`src/rtl/clkgen_pkg.sv`:
```
package clkgen_pkg;
  localparam int NUM_DIV   = 6;
  localparam int PH_W      = 16;
  localparam int NUM_OUT   = 25;
  localparam int CHOP_PAIRS = 3;

  // divider slots
  localparam int IDX_CHOP = 0;
  localparam int IDX_AZ   = 1;
  localparam int IDX_CMP  = 2;
  localparam int IDX_GAIN = 3;
  localparam int IDX_FMID = 4;
  localparam int IDX_FSLO = 5;

  typedef struct packed {
    logic [NUM_DIV-1:0]           wrap;
    logic [NUM_DIV-1:0][PH_W-1:0] nxt;
  } phaseStrobe_t;
endpackage

```
`src/rtl/clkgen_phase_ctrl.sv`:
```
module clkgen_phase_ctrl
  import clkgen_pkg::*;
#(
  parameter int DIV_CHOP = 2,
  parameter int DIV_AZ   = 16,
  parameter int DIV_CMP  = 80,
  parameter int DIV_GAIN = 200,
  parameter int DIV_FMID = 8,
  parameter int DIV_FSLO = 256
) (
  input  logic         clk,
  input  logic         rst,
  output phaseStrobe_t strb
);
  localparam int DIVS [NUM_DIV] = '{DIV_CHOP, DIV_AZ, DIV_CMP, DIV_GAIN, DIV_FMID, DIV_FSLO};

  logic [NUM_DIV-1:0]           wrapVec;
  logic [NUM_DIV-1:0][PH_W-1:0] nxtVec;

  for (genvar g = 0; g < NUM_DIV; g++) begin : g_div
    localparam logic [PH_W-1:0] LAST = PH_W'(DIVS[g] - 1);
    logic [PH_W-1:0] phase;

    assign wrapVec[g] = (phase == LAST);
    assign nxtVec[g]  = (rst || wrapVec[g]) ? '0 : phase + 1'b1;

    always_ff @(posedge clk) begin
      phase <= nxtVec[g];
    end

    AST_PHASE_RANGE: assert property (@(posedge clk) disable iff (rst)
      phase <= LAST);
  end

  assign strb.wrap = wrapVec;
  assign strb.nxt  = nxtVec;
endmodule

```
`src/rtl/clkgen_wave_dp.sv`:
```
module clkgen_wave_dp
  import clkgen_pkg::*;
#(
  parameter int DIV_CHOP = 2,
  parameter int DIV_AZ   = 16,
  parameter int DIV_CMP  = 80,
  parameter int DIV_GAIN = 200,
  parameter int DIV_FMID = 8,
  parameter int DIV_FSLO = 256,
  parameter int GAP      = 1
) (
  input  logic               clk,
  input  logic               rst,
  input  phaseStrobe_t       strb,
  output logic [NUM_OUT-1:0] waveBus
);
  localparam int CHOP_W   = 2 * CHOP_PAIRS;
  localparam int AZ_BASE  = CHOP_W;
  localparam int CMP_BASE = AZ_BASE + 8;
  localparam int GAIN_BIT = CMP_BASE + 6;
  localparam int LO_W     = GAIN_BIT + 1;

  localparam logic [PH_W-1:0] CHOP_HALF = PH_W'(DIV_CHOP / 2);
  localparam logic [PH_W-1:0] AZ_HALF   = PH_W'(DIV_AZ / 2);
  localparam logic [PH_W-1:0] AZ_Z_LO   = PH_W'(GAP);
  localparam logic [PH_W-1:0] AZ_A_LO   = PH_W'(DIV_AZ / 2 + GAP);
  localparam logic [PH_W-1:0] CMP_HALF  = PH_W'(DIV_CMP / 2);
  localparam logic [PH_W-1:0] CMP_1_LO  = PH_W'(GAP);
  localparam logic [PH_W-1:0] CMP_2_LO  = PH_W'(DIV_CMP / 2 + GAP);
  localparam logic [PH_W-1:0] GAIN_HALF = PH_W'(DIV_GAIN / 2);
  localparam logic [PH_W-1:0] FMID_HALF = PH_W'(DIV_FMID / 2);
  localparam logic [PH_W-1:0] FSLO_HALF = PH_W'(DIV_FSLO / 2);

  logic [PH_W-1:0] pChop, pAz, pCmp, pGain, pFmid, pFslo;
  assign pChop = strb.nxt[IDX_CHOP];
  assign pAz   = strb.nxt[IDX_AZ];
  assign pCmp  = strb.nxt[IDX_CMP];
  assign pGain = strb.nxt[IDX_GAIN];
  assign pFmid = strb.nxt[IDX_FMID];
  assign pFslo = strb.nxt[IDX_FSLO];

  // main-path chopper: complementary pairs, no gap at divide by 2
  logic chopA;
  logic [CHOP_W-1:0] chopNext;
  assign chopA = (pChop < CHOP_HALF);
  for (genvar i = 0; i < CHOP_PAIRS; i++) begin : g_chop
    assign chopNext[2*i]   = chopA;
    assign chopNext[2*i+1] = ~chopA;
  end

  // auto-zero ping-pong phases
  logic zeroA, ampA;
  assign zeroA = (pAz >= AZ_Z_LO) && (pAz < AZ_HALF);
  assign ampA  = (pAz >= AZ_A_LO);

  // compensation chopper phases
  logic cmp1, cmp2, cmpSq;
  assign cmp1  = (pCmp >= CMP_1_LO) && (pCmp < CMP_HALF);
  assign cmp2  = (pCmp >= CMP_2_LO);
  assign cmpSq = (pCmp < CMP_HALF);

  logic [LO_W-1:0] loNext;
  logic [2:0]      hiNext;
  always_comb begin
    loNext = '0;
    loNext[CHOP_W-1:0]  = chopNext;
    loNext[AZ_BASE+0]   = zeroA;
    loNext[AZ_BASE+1]   = ampA;
    loNext[AZ_BASE+2]   = ampA;
    loNext[AZ_BASE+3]   = zeroA;
    loNext[AZ_BASE+4]   = ~zeroA;
    loNext[AZ_BASE+5]   = ~ampA;
    loNext[AZ_BASE+6]   = ~ampA;
    loNext[AZ_BASE+7]   = ~zeroA;
    loNext[CMP_BASE+0]  = cmp1;
    loNext[CMP_BASE+1]  = cmp2;
    loNext[CMP_BASE+2]  = cmpSq;
    loNext[CMP_BASE+3]  = ~cmp1;
    loNext[CMP_BASE+4]  = ~cmp2;
    loNext[CMP_BASE+5]  = ~cmpSq;
    loNext[GAIN_BIT]    = (pGain < GAIN_HALF);
    hiNext[0]           = (pFmid < FMID_HALF);
    hiNext[1]           = (pAz < AZ_HALF);
    hiNext[2]           = (pFslo < FSLO_HALF);
  end

  logic [LO_W-1:0] loReg;
  logic [2:0]      hiReg;
  always_ff @(posedge clk) begin
    loReg <= loNext;
    hiReg <= hiNext;
  end

  assign waveBus = {hiReg, clk, loReg};

  logic z0, z1, a0, a1, q1, q2;
  assign z0 = waveBus[AZ_BASE+0];
  assign z1 = waveBus[AZ_BASE+1];
  assign a0 = waveBus[AZ_BASE+2];
  assign a1 = waveBus[AZ_BASE+3];
  assign q1 = waveBus[CMP_BASE+0];
  assign q2 = waveBus[CMP_BASE+1];

  AST_CHOP_TOGGLE: assert property (@(posedge clk) disable iff (rst)
    1'b1 |=> (waveBus[0] != $past(waveBus[0])));
  AST_PINGPONG_EXCL: assert property (@(posedge clk) disable iff (rst)
    !(z0 && z1) && !(a0 && a1));
  AST_AZ_NOVL: assert property (@(posedge clk) disable iff (rst)
    !(z0 && a0));
  AST_AZ_GAP: assert property (@(posedge clk) disable iff (rst)
    $fell(z0) |-> !a0);
  AST_AZ_WRAP_GAP: assert property (@(posedge clk) disable iff (rst)
    strb.wrap[IDX_AZ] |=> (!z0 && !a0));
  AST_CMP_NOVL: assert property (@(posedge clk) disable iff (rst)
    !(q1 && q2));
  AST_CMP_SQ: assert property (@(posedge clk) disable iff (rst)
    q1 |-> waveBus[CMP_BASE+2]);
endmodule

```
`src/rtl/clkgen_multirate.sv`:
```
module clkgen_multirate
  import clkgen_pkg::*;
#(
  parameter int DIV_CHOP = 2,
  parameter int DIV_AZ   = 16,
  parameter int DIV_CMP  = 80,
  parameter int DIV_GAIN = 200,
  parameter int DIV_FMID = 8,
  parameter int DIV_FSLO = 256,
  parameter int GAP      = 1
) (
  input  logic               masterClk,
  input  logic               syncRst,
  output logic [NUM_OUT-1:0] phaseBus
);
  phaseStrobe_t strb;

  clkgen_phase_ctrl #(
    .DIV_CHOP(DIV_CHOP), .DIV_AZ(DIV_AZ), .DIV_CMP(DIV_CMP),
    .DIV_GAIN(DIV_GAIN), .DIV_FMID(DIV_FMID), .DIV_FSLO(DIV_FSLO)
  ) ctrl_i (
    .clk  (masterClk),
    .rst  (syncRst),
    .strb (strb)
  );

  clkgen_wave_dp #(
    .DIV_CHOP(DIV_CHOP), .DIV_AZ(DIV_AZ), .DIV_CMP(DIV_CMP),
    .DIV_GAIN(DIV_GAIN), .DIV_FMID(DIV_FMID), .DIV_FSLO(DIV_FSLO),
    .GAP(GAP)
  ) dp_i (
    .clk     (masterClk),
    .rst     (syncRst),
    .strb    (strb),
    .waveBus (phaseBus)
  );
endmodule

```
`config.mk`:
```
export PLATFORM = sky130hd
export DESIGN_NAME = clkgen_multirate
export DESIGN_NICKNAME = d
export VERILOG_FILES = /design/src/rtl/clkgen_pkg.sv /design/src/rtl/clkgen_phase_ctrl.sv /design/src/rtl/clkgen_wave_dp.sv /design/src/rtl/clkgen_multirate.sv
export SDC_FILE = /design/constraint.sdc
export NUM_CORES = 1
export LEC_CHECK = 0
export ABC_AREA = 1
export BUFFER_PORTS_ARGS = -buffer_cell sky130_fd_sc_hd__buf_2
export CORE_MARGIN = 10
export CORE_UTILIZATION = 62
export DETAILED_ROUTE_END_ITERATION = 7
export PLACE_DENSITY_LB_ADDON = 0.3
export SYNTH_ARGS = -nofsm -noshare
export SYNTH_HDL_FRONTEND = slang
export SYNTH_SLANG_ARGS = --single-unit
```
`constraint.sdc`:
```
create_clock -name masterClk -period 2 [get_ports masterClk]
set_input_delay 0 -clock masterClk [delete_from_list [all_inputs] [get_ports masterClk]]
set_output_delay 0 -clock masterClk [all_outputs]
set_load 0.03 [all_outputs]
```
* Word level (Yosys, flattened, before mapping)
Index checks and enable logic that the tools add are counted.
** Operators by class
- Add/sub/neg operators :: 6
- Order comparisons :: 10
- Equal/unequal tests :: 6
- Multiplexer cells :: 6
- Bitwise gates (word level) :: 6
- Reductions and logical operators :: 8
** Operators with widths (number)
- $add A16 B1 Y16 const B :: 6
- $mux W16 :: 6
- $eq A16 B8 Y1 const B :: 2
- $ge A16 B1 Y1 const B :: 2
- $eq A16 B1 Y1 const B :: 1
- $eq A16 B3 Y1 const B :: 1
- $eq A16 B4 Y1 const B :: 1
- $eq A16 B7 Y1 const B :: 1
- $ge A16 B4 Y1 const B :: 1
- $ge A16 B6 Y1 const B :: 1
- $lt A16 B1 Y1 const B :: 1
- $lt A16 B3 Y1 const B :: 1
- $lt A16 B4 Y1 const B :: 1
- $lt A16 B6 Y1 const B :: 1
- $lt A16 B7 Y1 const B :: 1
- $lt A16 B8 Y1 const B :: 1
- $logic_or A1 B1 Y1 :: 6
- $not A1 Y1 :: 6
- $logic_and A1 B1 Y1 :: 2
** Storage, ports and cells
- Register bits :: 120
- Input port bits :: 2
- Output and inout port bits :: 25

* Depth between registers and ports, before layout
Gate-level depths: netlist of the first run.
- Depth after elaboration :: 6
- Mapped depth :: 13

* Cells and area by module
From an unflattened synthesis of the first run, not the netlist that was laid out.
** Second synthesis, totals
- Cell total of the unflattened synthesis :: 859
- Area total of the unflattened synthesis :: 5681.7 um^2
** By module, submodules not included
- clkgen_phase_ctrl :: times used 1, cells an instance 721, area an instance 4802.1 um^2, seq. area each 1921.8 um^2
- clkgen_wave_dp :: times used 1, cells an instance 138, area an instance 879.6 um^2, seq. area each 320.3 um^2

==> results of run 1 <==
## sequential cells by signal, indices dropped and copies added, names as in the netlist
signal              cells
ctrl_i.g_div.phase     96
dp_i.loReg             13
dp_i.hiReg              3
## routing by layer
metal / routed length (µm) / vias to the layer above / global-route usage
met2: 5280 / 165 / 0.267
met5: 0 / - / 0
met1: 6010 / 2413 / 0.228
met3: 669 / 19 / 0.0576
li1: - / 2911 / -
met4: 221 / 0 / 0.0626
## through the flow
| step | setup slack, ps | utilization | TNS (ps) | hold slack, ps | instances |
|---|---|---|---|---|---|
| after floorplan | 426 | - | 0 | 132 | 911 |
| after global placement | 237 | 0.669 | 0 | 167 | 1056 |
| after detailed placement | 169 | 0.669 | 0 | 167 | 1056 |
| after CTS | 129 | 0.699 | 0 | 391 | 1076 |
| after global routing | -4.88 | 0.705 | -4.88 | 391 | 1079 |
| final | 161 | 0.705 | 0 | 383 | 1079 |
## power groups by stage
stage	logic (mW)	registers, mW	clock network, mW
detailed placement	0.337	2.38	0.0630
CTS	0.340	2.33	1.81
finish	0.339	2.33	1.77
global placement	0.335	2.38	0.0630
floorplan	0.234	2.42	0.0749
global route	0.378	2.34	1.91
## synthesized netlist by cell type
| cell | count | share of area |
|---|---|---|
| nor3_2 | 3 | 0.0050 |
| nand3_2 | 8 | 0.013 |
| o21bai_1 | 5 | 0.0062 |
| o21ai_0 | 19 | 0.016 |
| nor3_1 | 14 | 0.012 |
| nand4_1 | 29 | 0.030 |
| dfxtp_1 | 112 | 0.37 |
| nor2_1 | 181 | 0.11 |
| inv_1 | 138 | 0.086 |
| nor2_2 | 10 | 0.010 |
| nor3b_1 | 1 | 0.0012 |
| or2_2 | 1 | 0.0010 |
| nand2_2 | 12 | 0.012 |
| a21oi_4 | 1 | 0.0027 |
| nand2_4 | 2 | 0.0037 |
| nand3_1 | 91 | 0.076 |
| xnor2_1 | 4 | 0.0058 |
| xor2_1 | 24 | 0.035 |
| inv_2 | 4 | 0.0025 |
| nand2_1 | 201 | 0.13 |
| o21ai_2 | 1 | 0.0015 |
| buf_6 | 1 | 0.0019 |
| nor2_4 | 7 | 0.013 |
| nor2_8 | 1 | 0.0033 |
| buf_4 | 11 | 0.014 |
| a21oi_1 | 12 | 0.010 |
| nor2b_1 | 1 | 0.0010 |
| buf_2 | 3 | 0.0025 |
| o21ai_1 | 2 | 0.0017 |
| ha_1 | 7 | 0.015 |
| a21oi_2 | 3 | 0.0044 |
| a21o_1 | 1 | 0.0012 |
| o21a_1 | 1 | 0.0012 |
## cells by family (layout without fill, tap and decap cells)
kind of cell    count (synthesis)  after routing
compound gates                 45             45
buf+inv                       157            196
simple gates                  562            562
fa+ha+maj                       7              7
xor+xnor                       28             28
flops                         112            112
## worst min-delay path, cell delays in order
cell and delay (ps):
clkbuf_8 100, clkbuf_8 100, buf_2 180
## repair_timing
item,CTS,global route
endpoints found under the hold margin,5,0
setup buffers,0,3
setup endpoints to repair,0,8
resized for setup,0,9
hold buffers,1,0
## worst paths after layout
check                           slack (ps)                        to  cells past startpoint                      from
worst max-delay path                   160             dp_i.loReg[9]                      9  ctrl_i.g_div[1].phase[0]
worst min-delay path                   380              phaseBus[21]                      3                 masterClk
worst max register to register         160             dp_i.loReg[9]                      9  ctrl_i.g_div[1].phase[0]
worst min register to register         450  ctrl_i.g_div[5].phase[0]                      1  ctrl_i.g_div[5].phase[0]
## final cells by class
| class | count | area (µm²) |
|---|---|---|
| Sequential cell | 112 | 2240 |
| Inverter | 142 | 533 |
| Multi-Input combinational cell | 642 | 3170 |
| Clock inverter | 6 | 97.6 |
| Tap cell | 129 | 161 |
| Clock buffer | 14 | 184 |
| Timing Repair Buffer | 34 | 195 |
| Fill cell | 781 | 2750 |
==> results.cfg, run 1 <==
[synthesis]
syn_area_um2 = 6020
syn_avg_cell_area_um2 = 6.60
syn_inst = 911
synth_cell_types = 33
synth_top_family_by_area = simple AND/OR/NAND/NOR gates
synthXorXnorAreaFrac = 0.0408
synth_compound_area_frac = 0.0447
synth_adder_area_share = 0.0146
synth_fp_nets = 920
ys_seq_area_frac = 0.373
yosysWarnings = 0
ys_seq_elements = 112
synthMuxAreaShare = 0
synthSimpleGateAreaFrac = 0.421

[sta]
hold_viol_final = 0
fmax_mhz = 544
post-route-period-util = 0.920
fin_worst_skew_ps = 13.6
fin_crit_ps = 1840
slew_violations = 0
worstMarginPinSlew_ps = 460
setup_viol = 0
slew_headroom = 0.693

[placed_design]
routabilityCongestion = 0.961
place_hpwl_mm = 8.94
place_area_um2 = 6240
portBuffers = 26

[drt]
route.detailed.drc = 0
drt-pass1-iter-count = 6
postRouteAntennaNets = 0
avgRoutedWirePerCell_um = 11.3
drtIter0Drc = 442
finalWirelength_mm = 12.2
avgViaCountPerCell = 5.10
vias = 5508

[pwr]
power_frac_clock = 0.398
powerDensity_nw_per_um2 = 674
p_sw_frac = 0.259
p_int_mw = 3.29
pwr-share-comb = 0.077
p_leak_nw = 3.18
seq_power_share = 0.526
p_total_mw = 4.44
switchingPower_mw = 1.15
ir_drop_uv = 538

[global_routing]
antenna_found_initial = 0
grt_overflow = 0
grt_max_degree = 20
grt_pass1_wl_mm = 21.1
gr-usage-all-layers = 0.175
grt_pass1_vias = 4913

[floorplanning]
initial_core_util = 0.645
die_w_um = 119
die_area_um2 = 14000
core-area_um2 = 9330
std_cell_rows = 35
die_h_um = 119
top_level_ports = 27

[critical_path]
cp-end-kind = register
cp_cell_sequence = ha_1 > nand3_1 > nor2_1 > a21oi_2 > o21ai_1 > nand2_1 > nor2_1 > nand3_1 > nor2_1
path_max_fanout = 9
critPathRequiredTime_ps = 2420
critPathLaunchType = register
arrival_ps = 2260
crit_buf_inv = 0
crit_top_cell = nor2_1
cp_slowest_stage_delay_ps = 420
worst_path_max_delay_cell = dfxtp_1
cp_top_family = simple AND/OR/NAND/NOR gates
critical_path_class = reg2reg

[layout]
layout-drive-gt1-share = 0.119
final_common_cell = nand2_1
layout_common_cells = nand2_1 (199), nor2_1 (179), inv_1 (138)
diodes = 0
final_cell_area_um2 = 6580
fin_nets = 954
syn_to_final_growth_pct = 9.38

[cts]
path_clk_slew_ps = 100
insertion_delay_ps = 480
cts_tree = done

[run_status]
status = finished, final reports clean

[hold_path]
hold_path_class = clk2out

[run]
drv_cap = 0
(Power assumes the default switching activity.)
==> inputs of run 2 (changes only) <==
--- a/config.mk
+++ b/config.mk
@@ -11,6 +11,7 @@
 export CORE_UTILIZATION = 62
 export DETAILED_ROUTE_END_ITERATION = 7
 export PLACE_DENSITY_LB_ADDON = 0.3
+export REMOVE_ABC_BUFFERS = 1
 export SYNTH_ARGS = -nofsm -noshare
 export SYNTH_HDL_FRONTEND = slang
 export SYNTH_SLANG_ARGS = --single-unit
==> results.cfg, run 2 (synthesis gave the netlist of run 1 again) <==
[layout]
register_area_um2 = 2240
syn_to_final_growth_pct = 8.92
layout-drive-gt1-share = 0.117
top_register = ctrl_i.g_div.phase
layout_common_cells = nand2_1 (200), nor2_1 (179), inv_1 (138)
fin_nets = 954
multi_input_area_um2 = 3160
nFillCells = 807
largest_reg_flops = 96
largestRegisters = ctrl_i.g_div.phase (96), dp_i.loReg (13), dp_i.hiReg (3)
final_common_cell = nand2_1
fin_cells = 1079
diodes = 0

[drt]
avgRoutedWirePerCell_um = 11.0
drtIter0Drc = 315
finalWirelength_mm = 11.9
drt-pass1-iter-count = 5
vias = 5430
postRouteAntennaNets = 0
route.detailed.drc = 0
avgViaCountPerCell = 5.03

[critical_path]
rr_startpoint = ctrl_i.g_div[5].phase[0]
worst_path_max_delay_cell = dfxtp_1
critPathLaunchType = register
cp_cell_sequence = ha_1 > nand3_1 > nor3_4 > nand2_1 > nand2_2 > buf_4 > a21oi_1 > nor2_1 > nand3_1 > nor2_1
crit_start = ctrl_i.g_div[5].phase[0]
r2r_cells = 10
cp-end-kind = register
worstReg2RegEnd = dp_i.hiReg[2]
path_max_fanout = 10
cp_top_family = simple AND/OR/NAND/NOR gates
cp.depth = 10
rrSetupSlack_ps = 170
critical_path_class = reg2reg
cp_slowest_stage_delay_ps = 370
critPathRequiredTime_ps = 2400
arrival_ps = 2240
crit_buf_inv = 1
endpoint = dp_i.hiReg[2]

[pwr]
pwr-share-comb = 0.080
p_leak_nw = 3.17
ir_drop_uv = 543
p_int_mw = 3.19
powerDensity_nw_per_um2 = 657
power_frac_clock = 0.380
p_total_mw = 4.30
seq_power_share = 0.541
p_sw_frac = 0.259
switchingPower_mw = 1.11

[hold_path]
holdPathStages = 4
hold_path_class = in2reg
min-delay-start = syncRst

[floorplanning]
top_level_ports = 27
die_area_um2 = 14000
std_cell_rows = 35
core-area_um2 = 9330
die_w_um = 119
initial_core_util = 0.645
die_h_um = 119

[cts]
path_clk_slew_ps = 110
post-cts-setup-buffers = 0
cts_tree = done
cts_repair_resize_count = 0
hold_buffers = 0
insertion_delay_ps = 470

[sta]
slew_headroom = 0.720
fin_worst_skew_ps = 17.3
post-route-period-util = 0.917
slew_violations = 0
fin_crit_ps = 1830
tns_ps = 0
setup_viol = 0
hold_viol_final = 0
rsz0062_at_grt = no
worstMarginPinSlew_ps = 416
fmax_mhz = 545

[global_routing]
top_usage_layer = met2
grt_max_degree = 19
gr-usage-all-layers = 0.173
grt_pass1_vias = 5138
globalRouteMet2Util = 0.297
grt_use_met1 = 0.213
antenna_found_initial = 0
grt_pass1_wl_mm = 21.5
grt_overflow = 0
use_met3 = 0.0338

[run_status]
status = finished, final reports clean

[placed_design]
routabilityCongestion = 0.933
portBuffers = 26
place_hpwl_mm = 9.22
dp.cells = 1060

[run]
drv_cap = 0
-- run 2: tightest hold or removal path: stages --
cell	delay, ps
buf_2	230
a21oi_4	110
nand3_2	90
inv_1	40
-- run 2: area by class of cell --
type	count	area share
Tap cell	129	0.0246
Sequential cell	112	0.342
Inverter	142	0.0813
Clock buffer	15	0.0302
Multi-Input combinational cell	642	0.483
Clock inverter	5	0.00936
Timing Repair Buffer	34	0.0294
-- run 2: power by group through the flow --
stage / clock network, mW / registers [mW] / logic (mW)
4_1_cts: 1.68 / 2.33 / 0.347
3_3_place_gp: 0.0630 / 2.38 / 0.343
5_1_grt: 1.76 / 2.34 / 0.386
2_1_floorplan: 0 / 2.46 / 0.149
3_5_place_dp: 0.0630 / 2.38 / 0.346
6_report: 1.63 / 2.33 / 0.343
-- run 2: through the flow --
stage / setup WS (ps) / util / hold WS [ps] / area [µm²]
final: 167 / 0.702 / 43.0 / 6550
after global routing: 0.429 / 0.702 / 42.5 / 6550
after CTS: 121 / 0.699 / 0.445 / 6520
after detailed placement: 156 / 0.672 / 167 / 6270
after global placement: 169 / 0.672 / 167 / 6270
after floorplan: 339 / - / 0 / 5910
-- run 2: layer usage --
metal / vias to the layer above / wire length, µm
met2: 120 / 5640
met1: 2390 / 5600
met3: 20 / 499
li1: 2900 / -
met5: - / 0
met4: 0 / 142
-- run 2: how the worst min path moves through the flow --
stage,endpoint,slack [ps]
floorplan,phaseBus[21],0
global placement,phaseBus[21],170
detailed placement,phaseBus[21],170
CTS,ctrl_i.g_div[2].phase[11],0.4
global route,ctrl_i.g_div[2].phase[12],40
finish,ctrl_i.g_div[2].phase[11],40
==> inputs of run 3 (changes only) <==
==> constraint.sdc (replaced) <==
create_clock -name masterClk -period 2.09 [get_ports masterClk]
set_input_delay 0 -clock masterClk [delete_from_list [all_inputs] [get_ports masterClk]]
set_output_delay 0 -clock masterClk [all_outputs]
set_load 0.03 [all_outputs]
==> results.cfg, run 3 (synthesis gave the netlist of run 1 again) <==
[placed_design]
routabilityCongestion = 0.912
place_hpwl_mm = 9.25
portBuffers = 26

[drt]
postRouteAntennaNets = 0
finalWirelength_mm = 12.2
drtIter0Drc = 439
drt-pass1-iter-count = 5
avgRoutedWirePerCell_um = 11.3
avgViaCountPerCell = 5.04
route.detailed.drc = 0
vias = 5422

[floorplanning]
initial_core_util = 0.645
top_level_ports = 27
std_cell_rows = 35
core-area_um2 = 9330
die_w_um = 119
die_area_um2 = 14000
die_h_um = 119

[critical_path]
arrival_ps = 2290
worst_path_max_delay_cell = dfxtp_1
rrSetupSlack_ps = 210
cp_top_family = simple AND/OR/NAND/NOR gates
crit_buf_inv = 1
path_max_fanout = 12
rr_startpoint = ctrl_i.g_div[5].phase[0]
cp-end-kind = register
r2r_cells = 10
cp_slowest_stage_delay_ps = 370
critPathRequiredTime_ps = 2500
critical_path_class = reg2reg
critPathLaunchType = register
crit_top_cell = nor2_1
worstReg2RegEnd = dp_i.hiReg[2]
cp_cell_sequence = ha_1 > nand3_2 > nor3_4 > nand2_1 > nand2_1 > buf_4 > nor2_1 > nor2_1 > nand3_1 > nor2_1

[sta]
tns_ps = 0
rsz0062_at_grt = no
setup_viol = 0
worstMarginPinSlew_ps = 532
slew_violations = 0
fin_worst_skew_ps = 10.6
post-route-period-util = 0.901
fin_crit_ps = 1880
fmax_mhz = 531
slew_headroom = 0.645
hold_viol_final = 0

[hold_path]
min-delay-start = syncRst
hold_path_class = in2reg
holdPathStages = 4
min_to = ctrl_i.g_div[2].phase[11]

[layout]
layout_common_cells = nand2_1 (201), nor2_1 (179), inv_1 (138)
layout-drive-gt1-share = 0.113
register_area_um2 = 2240
top_register = ctrl_i.g_div.phase
nFillCells = 809
syn_to_final_growth_pct = 8.59
largestRegisters = ctrl_i.g_div.phase (96), dp_i.loReg (13), dp_i.hiReg (3)
final_common_cell = nand2_1
fin_nets = 950
multi_input_area_um2 = 3150
diodes = 0
largest_reg_flops = 96

[pwr]
seq_power_share = 0.527
powerDensity_nw_per_um2 = 647
p_int_mw = 3.16
p_leak_nw = 3.16
ir_drop_uv = 665
power_frac_clock = 0.397
p_sw_frac = 0.251
p_total_mw = 4.23
pwr-share-comb = 0.075
switchingPower_mw = 1.06

[global_routing]
grt_pass1_wl_mm = 22.1
grt_pass1_vias = 5232
gr-usage-all-layers = 0.178
grt_overflow = 0
grt_max_degree = 19
antenna_found_initial = 0

[cts]
insertion_delay_ps = 470
hold_buffers = 0
path_clk_slew_ps = 100
cts_tree = done

[run]
drv_cap = 0

[run_status]
status = finished, final reports clean
==> run 3: area by class of cell <==
class,count,share of cell area
Tap cell,129,0.0247
Inverter,142,0.0816
Multi-Input combinational cell,642,0.482
Timing Repair Buffer,30,0.0249
Clock inverter,5,0.0132
Clock buffer,15,0.0303
Sequential cell,112,0.343
==> run 3: timing repair <==
action	4_1_cts	5_1_grt
endpoints found under the setup margin	0	4
resized for setup	0	5
setup buffers	0	1
==> run 3: power groups by stage <==
stage | combinational (mW) | sequential (mW) | clock, mW
final | 0.319 | 2.23 | 1.68
after global routing | 0.353 | 2.24 | 1.80
after CTS | 0.322 | 2.23 | 1.71
after detailed placement | 0.322 | 2.28 | 0.0603
after global placement | 0.317 | 2.28 | 0.0603
after floorplan | 0.142 | 2.36 | 0
==> run 3: routing by layer <==
| layer | track usage | vias up | routed length (µm) |
|---|---|---|---|
| met5 | 0 | - | 0 |
| met4 | 0.0634 | 0 | 180 |
| met3 | 0.0347 | 17 | 584 |
| met2 | 0.301 | 130 | 5630 |
| met1 | 0.220 | 2380 | 5800 |
| li1 | - | 2895 | - |
==> run 3: worst reg2reg max path, stage by stage (launching register included) <==
cell     delay, ps
dfxtp_1        370
ha_1           210
nand3_2        140
nor3_4         260
nand2_1         80
nand2_1        130
buf_4          210
nor2_1          80
nor2_1         130
nand3_1        100
nor2_1         100
==> run 3: through the flow <==
step / cells / hold WS, ps / cell area (µm²) / utilization / setup WS [ps]
after floorplan: 896 / 0 / 5910 / - / 429
after global routing: 1075 / 29.6 / 6530 / 0.700 / 26.4
after global placement: 1055 / 167 / 6230 / 0.668 / 240
after CTS: 1074 / 6.01 / 6510 / 0.698 / 178
after detailed placement: 1055 / 167 / 6230 / 0.668 / 225
final: 1075 / 12.3 / 6530 / 0.700 / 206
==> run 3: worst max path at each step <==
stage / slack (ps) / endpoint / cells past startpoint / start
floorplan: 430 / dp_i.loReg[9] / 9 / ctrl_i.g_div[1].phase[0]
global placement: 240 / dp_i.hiReg[2] / 10 / ctrl_i.g_div[5].phase[0]
detailed placement: 230 / dp_i.hiReg[2] / 10 / ctrl_i.g_div[5].phase[0]
CTS: 180 / dp_i.hiReg[2] / 10 / ctrl_i.g_div[5].phase[0]
global route: 30 / dp_i.hiReg[2] / 10 / ctrl_i.g_div[5].phase[0]
finish: 210 / dp_i.hiReg[2] / 10 / ctrl_i.g_div[5].phase[0]
